<file path="src/rtl/rst_seq_pkg.sv">
package rst_seq_pkg;

    typedef enum logic [2:0] {
        SEQ_HOLD     = 3'd0,
        SEQ_SELFTEST = 3'd1,
        SEQ_LAUNCH   = 3'd2,
        SEQ_RUN      = 3'd3,
        SEQ_PARK     = 3'd4
    } seq_state_e;

    // Minimum reset hold in clock cycles for a frequency in kHz and a time in ms.
    function automatic int unsigned hold_cycles(input int unsigned khz, input int unsigned ms);
        return khz * ms;
    endfunction

endpackage

</file>
<file path="src/rtl/rst_sync2.sv">
module rst_sync2 (
    input  logic clk,
    input  logic rst_n_raw,
    output logic rst_act
);

    typedef struct packed {
        logic s1;
        logic s2;
    } sync_t;

    sync_t sync_d, sync_q;

    always_comb begin
        sync_d.s1 = rst_n_raw;
        sync_d.s2 = sync_q.s1;
    end

    always_ff @(posedge clk) begin
        sync_q <= sync_d;
    end

    assign rst_act = ~sync_q.s2;

endmodule

</file>
<file path="src/rtl/rst_hold_mon.sv">
module rst_hold_mon #(
    parameter int unsigned HOLD_CYC = 100000
) (
    input  logic clk,
    input  logic rst_act,
    input  logic release_ev,
    output logic hold_short
);

    localparam int unsigned CW = $clog2(HOLD_CYC + 1);
    localparam logic [CW-1:0] HOLD_LIM = CW'(HOLD_CYC);

    typedef struct packed {
        logic [CW-1:0] cnt;
        logic          flag;
    } mon_t;

    mon_t mon_d, mon_q;

    always_comb begin
        mon_d = mon_q;
        if (rst_act) begin
            mon_d.cnt = (mon_q.cnt == HOLD_LIM) ? mon_q.cnt : mon_q.cnt + 1'b1;
        end else begin
            mon_d.cnt = '0;
        end
        mon_d.flag = release_ev && (mon_q.cnt < HOLD_LIM);
    end

    always_ff @(posedge clk) begin
        mon_q <= mon_d;
    end

    assign hold_short = mon_q.flag;

endmodule

</file>
<file path="src/rtl/rst_selftest.sv">
module rst_selftest #(
    parameter int unsigned RUN_CYC = 64
) (
    input  logic clk,
    input  logic abort,
    input  logic start,
    input  logic fault,
    output logic busy,
    output logic done,
    output logic pass
);

    localparam int unsigned CW = (RUN_CYC > 2) ? $clog2(RUN_CYC) : 1;
    localparam logic [CW-1:0] LAST = CW'(RUN_CYC - 1);

    typedef struct packed {
        logic [CW-1:0] cnt;
        logic          busy;
        logic          fail;
        logic          done;
        logic          pass;
    } st_t;

    st_t st_d, st_q;

    always_comb begin
        st_d      = st_q;
        st_d.done = 1'b0;
        if (abort) begin
            st_d = '0;
        end else if (start) begin
            st_d.busy = 1'b1;
            st_d.cnt  = '0;
            st_d.fail = 1'b0;
            st_d.pass = 1'b0;
        end else if (st_q.busy) begin
            st_d.fail = st_q.fail | fault;
            if (st_q.cnt == LAST) begin
                st_d.busy = 1'b0;
                st_d.done = 1'b1;
                st_d.pass = ~(st_q.fail | fault);
            end else begin
                st_d.cnt = st_q.cnt + 1'b1;
            end
        end
    end

    always_ff @(posedge clk) begin
        st_q <= st_d;
    end

    assign busy = st_q.busy;
    assign done = st_q.done;
    assign pass = st_q.pass;

endmodule

</file>
<file path="src/rtl/rst_strap_seq.sv">
module rst_strap_seq #(
    parameter int unsigned STRAP_W      = 8,
    parameter int unsigned OUT_W        = 32,
    parameter int unsigned ADDR_W       = 36,
    parameter int unsigned CLK_KHZ      = 100000,
    parameter int unsigned HOLD_MS      = 1,
    parameter int unsigned SELFTEST_CYC = 64,
    parameter int unsigned PARK_BIT     = 0,
    parameter logic [ADDR_W-1:0] RST_VEC = 36'hF_FFFF_FFF0
) (
    input  logic               clk,
    input  logic               rst_n,
    input  logic               init_n,
    input  logic [STRAP_W-1:0] strap_in,
    input  logic [OUT_W-1:0]   core_bus,
    input  logic               selftest_fault,
    output logic [OUT_W-1:0]   bus_out,
    output logic               bus_oe,
    output logic [1:0]         cache_inv,
    output logic [STRAP_W-1:0] strap_q,
    output logic               selftest_busy,
    output logic               selftest_done,
    output logic               selftest_pass,
    output logic               fetch_go,
    output logic [ADDR_W-1:0]  fetch_addr,
    output logic               hold_short
);

    import rst_seq_pkg::*;

    localparam int unsigned HOLD_CYC = hold_cycles(CLK_KHZ, HOLD_MS);

    typedef struct packed {
        seq_state_e         state;
        logic               act_prev;
        logic [STRAP_W-1:0] straps;
    } seq_t;

    seq_t seq_d, seq_q;

    logic rst_act;
    logic rel;
    logic st_start;
    logic st_done;

    rst_sync2 sync_i (
        .clk      (clk),
        .rst_n_raw(rst_n),
        .rst_act  (rst_act)
    );

    rst_hold_mon #(.HOLD_CYC(HOLD_CYC)) hold_i (
        .clk       (clk),
        .rst_act   (rst_act),
        .release_ev(rel),
        .hold_short(hold_short)
    );

    rst_selftest #(.RUN_CYC(SELFTEST_CYC)) st_i (
        .clk  (clk),
        .abort(rst_act),
        .start(st_start),
        .fault(selftest_fault),
        .busy (selftest_busy),
        .done (st_done),
        .pass (selftest_pass)
    );

    assign rel = seq_q.act_prev & ~rst_act;

    always_comb begin
        seq_d          = seq_q;
        seq_d.act_prev = rst_act;
        st_start       = 1'b0;
        if (rst_act) begin
            seq_d.state = SEQ_HOLD;
        end else begin
            unique case (seq_q.state)
                SEQ_HOLD: begin
                    if (rel) begin
                        seq_d.straps = strap_in;
                        if (strap_in[PARK_BIT]) begin
                            seq_d.state = SEQ_PARK;
                        end else if (!init_n) begin
                            seq_d.state = SEQ_SELFTEST;
                            st_start    = 1'b1;
                        end else begin
                            seq_d.state = SEQ_LAUNCH;
                        end
                    end
                end
                SEQ_SELFTEST: begin
                    if (st_done) seq_d.state = SEQ_LAUNCH;
                end
                SEQ_LAUNCH: seq_d.state = SEQ_RUN;
                SEQ_RUN:    seq_d.state = SEQ_RUN;
                SEQ_PARK:   seq_d.state = SEQ_PARK;
                default:    seq_d.state = SEQ_HOLD;
            endcase
        end
    end

    always_ff @(posedge clk) begin
        seq_q <= seq_d;
    end

    assign selftest_done = st_done;
    assign bus_oe        = (seq_q.state == SEQ_RUN) && !rst_act;
    assign bus_out       = bus_oe ? core_bus : '0;
    assign cache_inv     = {2{rst_act}};
    assign strap_q       = seq_q.straps;
    assign fetch_go      = (seq_q.state == SEQ_LAUNCH) && !rst_act;
    assign fetch_addr    = (!rst_act && (seq_q.state == SEQ_LAUNCH || seq_q.state == SEQ_RUN))
                           ? RST_VEC : '0;

endmodule

</file>
<file path="config.mk">
export PLATFORM = sky130hd
export DESIGN_NAME = rst_strap_seq
export DESIGN_NICKNAME = d
export VERILOG_FILES = /design/src/rtl/rst_seq_pkg.sv /design/src/rtl/rst_sync2.sv /design/src/rtl/rst_hold_mon.sv /design/src/rtl/rst_selftest.sv /design/src/rtl/rst_strap_seq.sv
export SDC_FILE = /design/constraint.sdc
export NUM_CORES = 1
export LEC_CHECK = 0
export BUFFER_PORTS_ARGS = -buffer_cell sky130_fd_sc_hd__buf_2
export CORE_ASPECT_RATIO = 0.6
export CORE_MARGIN = 3
export CORE_UTILIZATION = 48
export CTS_CLUSTER_SIZE = 25
export DETAILED_ROUTE_END_ITERATION = 8
export GPL_TIMING_DRIVEN = 0
export PLACE_DENSITY_LB_ADDON = 0.08
export SLEW_MARGIN = 20
export SYNTH_ARGS = -nofsm -noshare
export SYNTH_HDL_FRONTEND = slang
export SYNTH_SLANG_ARGS = --single-unit
</file>
<file path="constraint.sdc">
create_clock -name clk -period 2.13 [get_ports clk]
set_input_delay 0.1065 -clock clk [delete_from_list [all_inputs] [get_ports clk]]
set_output_delay 0.1065 -clock clk [all_outputs]
set_load 0.05 [all_outputs]
</file>
# Word-level counts from Yosys, hierarchy flattened
# Cells that the tools add are included.
# totals
register_bits	42
latch_bits	0
mem_bits_rw	0
rom_bits	0
word_cells	58
memories	0
# op_classes
add_sub_neg	2
n_mul	0
n_div	0
magnitude_cmp	1
n_eq_ne	8
shift	0
muxes	16
bitwise_logic	6
reduce_logical	13
# op_table
cell	n
$mux 36	1
$mux 32	1
$add 17x1->17 const B	1
$eq 17x17->1 const B	1
$lt 17x17->1 const B	1
$pmux 3 s4	1
$mux 3	3
$add 6x1->6 const B	1
$eq 3x2->1 const B	2
$eq 6x6->1 const B	1
$mux 1	6
$mux 2	3
$reduce_and 2->1	3
$logic_and 1x1->1	4
$mux 4	1
$ne 2x1->1 const B	2
$not 1->1	4
$reduce_or 2->1	2
$eq 3x1->1 const B	1
$eq 3x3->1 const B	1
$logic_not 3->1	1
$reduce_and 3->1	1
$reduce_or 3->1	1
$and 1x1->1	1
other kinds (2)	2

# Depth between registers and ports, before layout
# logic_depth
ltp_word	6
ltp_mapped	6

# Modules after synthesis
# A second synthesis with hierarchy kept.
# unflattened
hier_cells	258
hier_area_um2	2327.2
# modules_own_cells
module	instances	cells_each	area_each_um2	seq_area_each_um2
rst_strap_seq	1	110	1002.2	320.3
rst_hold_mon	1	98	853.3	360.3
rst_selftest	1	47	427.9	200.2
rst_sync2	1	3	43.8	40.0

# Worst setup path before layout
# No wires, ideal clock.
# synth_path
kind	reg-to-output
from	register sync_i.sync_q[0] in the netlist's numbering
to	output port fetch_go
arrival_ns	2.340
required_ns	2.024
slack_ns	-0.316
stages_incl_launch_ff	5
n_path_buf	0
path_cell_list	dfxtp_1 > inv_1 > nor2_1 > and2_1 > nor2b_1
# synth_between
elab_chain_cells	1
# synth_rtl
item	line	text
from (decl)	rst_sync2.sv:12	sync_t sync_d, sync_q;
from (signal assigned)	rst_sync2.sv:20	sync_q <= sync_d;
$logic_and 1x1->1	rst_strap_seq.sv:112	assign fetch_go = (seq_q.state == SEQ_LAUNCH) && !rst_act;
to (decl)	rst_strap_seq.sv:24	output logic fetch_go,
# Every way passes these cells.

# Worst setup path in the final report
# layout_path
from	register sync_i.sync_q[0] in the netlist's numbering
to	output port bus_out[28]
# layout_between
elab_chain_cells	2
# layout_rtl
item	line	text
$logic_and 1x1->1	rst_strap_seq.sv:108	assign bus_oe = (seq_q.state == SEQ_RUN) && !rst_act;
$mux 32	rst_strap_seq.sv:109	assign bus_out = bus_oe ? core_bus : '0;
to (decl)	rst_strap_seq.sv:17	output logic [OUT_W-1:0] bus_out,
# Every way passes these cells.

==> flow_summary.toml <==
[global_routing]
use_met1 = 0.259
antenna_found_initial = 0
grt_pass1_vias = 1889
grtUsageMet3 = 0.0546
grt_max_degree = 34
grt_pass1_wl_mm = 8.74
gr-total-overflow = 0
grt_use_met2 = 0.326
busiest_layer = "met2"
grt_use_total = 0.197

[clocking]
cts_buffers = 5
cts_htree_levels = 2
clock_path_buffers = 2
root_buffer = "clkbuf_8"
path_clk_slew_ns = 0.08
insertion_delay_ns = 0.29
cts_tree = "done"
cts_sinks = 42

[yosys]
synth_top_area_cell = "dfxtp_1"
synthArstFlopShare = 0
ys_types = 39
post_synth_fa_ha_maj_area_fraction = 0.0166
avgSynthCellArea_um2 = 8.89
synth_compound_area_frac = 0.0588
yosys.area_share.simple = 0.279
synthFlopType = "dfxtp_1"
synthXorXnorAreaFrac = 0.0504
muxShareOfSynthArea = 0.0133
ys_top_cells_by_area = "dfxtp_1, buf_4, edfxtp_1"
synth_top_cell_area_share = 0.302
yosysWarnings = 0
synth-seq-cells = 42
synthCells = 254
synth_top_family_by_area = "simple AND/OR/NAND/NOR gates"
syn_area_um2 = 2260
seq_area_frac_synth = 0.408
synth_commonest_cells = "buf_4, dfxtp_1, and2_1"
synth.most_common_cell = "buf_4"
synth_edf_count = 8

[run]
drv_cap = 0

[finish]
seq_area_um2 = 921
diodes = 0
post-route-util = 0.741
area_growth_syn_to_layout_pct = 41.1
final_nets = 442
drive_above_1_share = 0.472
multiInputGateArea_um2 = 965
final_cells = 456
fill_cells = 325

[timing]
finClkSkew_ns = 0.0101
setup_viol = 0
slew_headroom = 0.649
fmax_ghz = 0.510
hold_viol_final = 0
rsz0062_at_grt = "false"
worst_slew_pin_slew_ns = 0.526
period_share = 0.921
final-max-slew-violation-count = 0
tns_ns = 0
period_minus_slack_ns = 1.96

[drt]
totalWireLength_mm = 5.73
wl_per_cell_um = 12.6
drt_iter0_drc = 89
first_pass_iters = 4
drcViolationCount = 0
postRouteAntennaNets = 0
num_vias = 2143
viasPerCell = 4.70

[critical_path]
path_class = "register to primary output"
end_kind = "primary output"
crit_required_ns = 2.02
critPathArrivalTime_ns = 1.85
cp-start-kind = "register"
crit_fanout = 10

[die]
start_util = 0.525
die_w_um = 94.5
core-area_um2 = 4300
rows = 18
io_pins = 128
die_y_um = 59.1
dieArea_um2 = 5590

[outcome]
status = "completed"

[pwr]
power_mw = 1.90
vdd_drop_max_v = 0.000438
power.leakage_nw = 1.64
powerDensity_nw_per_um2 = 596

[placed_design]
dp.cells = 440
place_congestion = 0.797
portBuffers = 123
place_hpwl_mm = 4.36

[min_path]
min_path_type = "input port to register"
[cell usage in the layout, fill, tap and decap left out, types with 3 or more instances in the layout]
| master | synthesis | routed |
|---|---|---|
| buf_2 | 1 | 124 |
| buf_4 | 45 | 45 |
| dfxtp_1 | 34 | 34 |
| and2_1 | 33 | 32 |
| nor2_1 | 23 | 22 |
| a21oi_1 | 11 | 11 |
| xnor2_1 | 10 | 10 |
| nand2_1 | 9 | 9 |
| nor3_1 | 9 | 9 |
| nand3_1 | 8 | 8 |
| dlygate4sd3_1 | 0 | 8 |
| edfxtp_1 | 8 | 8 |
| inv_1 | 7 | 7 |
| nor4_1 | 6 | 6 |
| clkbuf_8 | 0 | 6 |
| and3_1 | 4 | 4 |
| o21ai_0 | 4 | 4 |
| nand4_1 | 4 | 4 |
| conb_1 | 1 | 4 |
| clkbuf_2 | 0 | 3 |
| xor2_1 | 3 | 3 |
| mux2i_1 | 3 | 3 |
| a211oi_1 | 3 | 3 |
| ha_1 | 3 | 3 |
[worst max-delay path: stages, from the launching register on]
cell	delay [ns]
dfxtp_1	0.33
inv_1	0.14
nor2_2	0.19
and3_1	0.28
clkbuf_2	0.22
and2_1	0.15
buf_2	0.26
[what timing repair did]
action                                 4_1_cts  5_1_grt
setup endpoints to repair                    0       63
gates resized for setup                      0        8
endpoints found under the hold margin        8        0
hold buffers                                 8        0
buffers inserted                             0        0
[sequential cells by signal, indices dropped and copies added, names as in the netlist]
name and flops:
sync_i.sync_q 1, st_i.pass 1, st_i.st_q 7, hold_i.mon_q 17, seq_q 4, st_i.done 1
st_i.busy 1, hold_i.hold_short 1, sync_i.sync_d 1, strap_q 8
[report_power, final]
part | internal [mW] | leakage (nW) | switching [mW] | total (mW)
sequential | 0.834 | 0.351 | 0.0178 | 0.852
combinational | 0.117 | 1.22 | 0.201 | 0.318
clock | 0.453 | 0.0696 | 0.276 | 0.729
[per-stage QoR]
stage / instance area (µm²) / hold WS (ns) / setup WS [ns]
2_1_floorplan: 2270 / 0.134 / 0.0822
3_3_place_gp: 2960 / 0.211 / 0.415
3_5_place_dp: 2960 / 0.213 / 0.364
4_1_cts: 3180 / 0.0294 / 0.0327
5_1_grt: 3190 / 0.0306 / 0.0103
6_report: 3190 / 0.0400 / 0.169
[cell type report]
cell class,instances,share of cell area
buffer,51,0.115
clock buffer,7,0.0338
clock inverter,1,0.00943
inverter,7,0.00825
multi-input combinational,157,0.303
sequential,42,0.289
tap,60,0.0236
timing repair buffer,131,0.218
[worst paths after layout]
path,startpoint,slack [ns],cells after the start,endpoint
hold reg to reg,sync_i.sync_d[0],0.34,0,sync_i.sync_q[0]
setup / recovery,sync_i.sync_q[0],0.17,6,bus_out[28]
hold / removal,strap_in[0],0.04,1,strap_q[0]
setup reg to reg,hold_i.mon_q[1],0.31,5,hold_i.mon_q[17]
[metal layers]
| metal | vias to the layer above | wire, µm | share of wire |
|---|---|---|---|
| met5 | - | 0 | 0 |
| met4 | 0 | 11 | 0.0019 |
| met3 | 2 | 528 | 0.092 |
| met2 | 85 | 2680 | 0.47 |
| met1 | 965 | 2510 | 0.44 |
| li1 | 1091 | - | - |
[logic make-up (layout without fill, tap and decap cells)]
| kind of cell | count (synthesis) | count (layout) |
|---|---|---|
| other | 1 | 4 |
| muxes | 3 | 3 |
| xor gates and xnor gates | 13 | 13 |
| AOI/OAI and AO/OA | 23 | 23 |
| and+or+nand+nor | 111 | 111 |
| buffers and inverters | 58 | 197 |
| adders and majority gates | 3 | 3 |
| DFF | 42 | 42 |
Note: power is estimated with default switching activity, not from simulation.
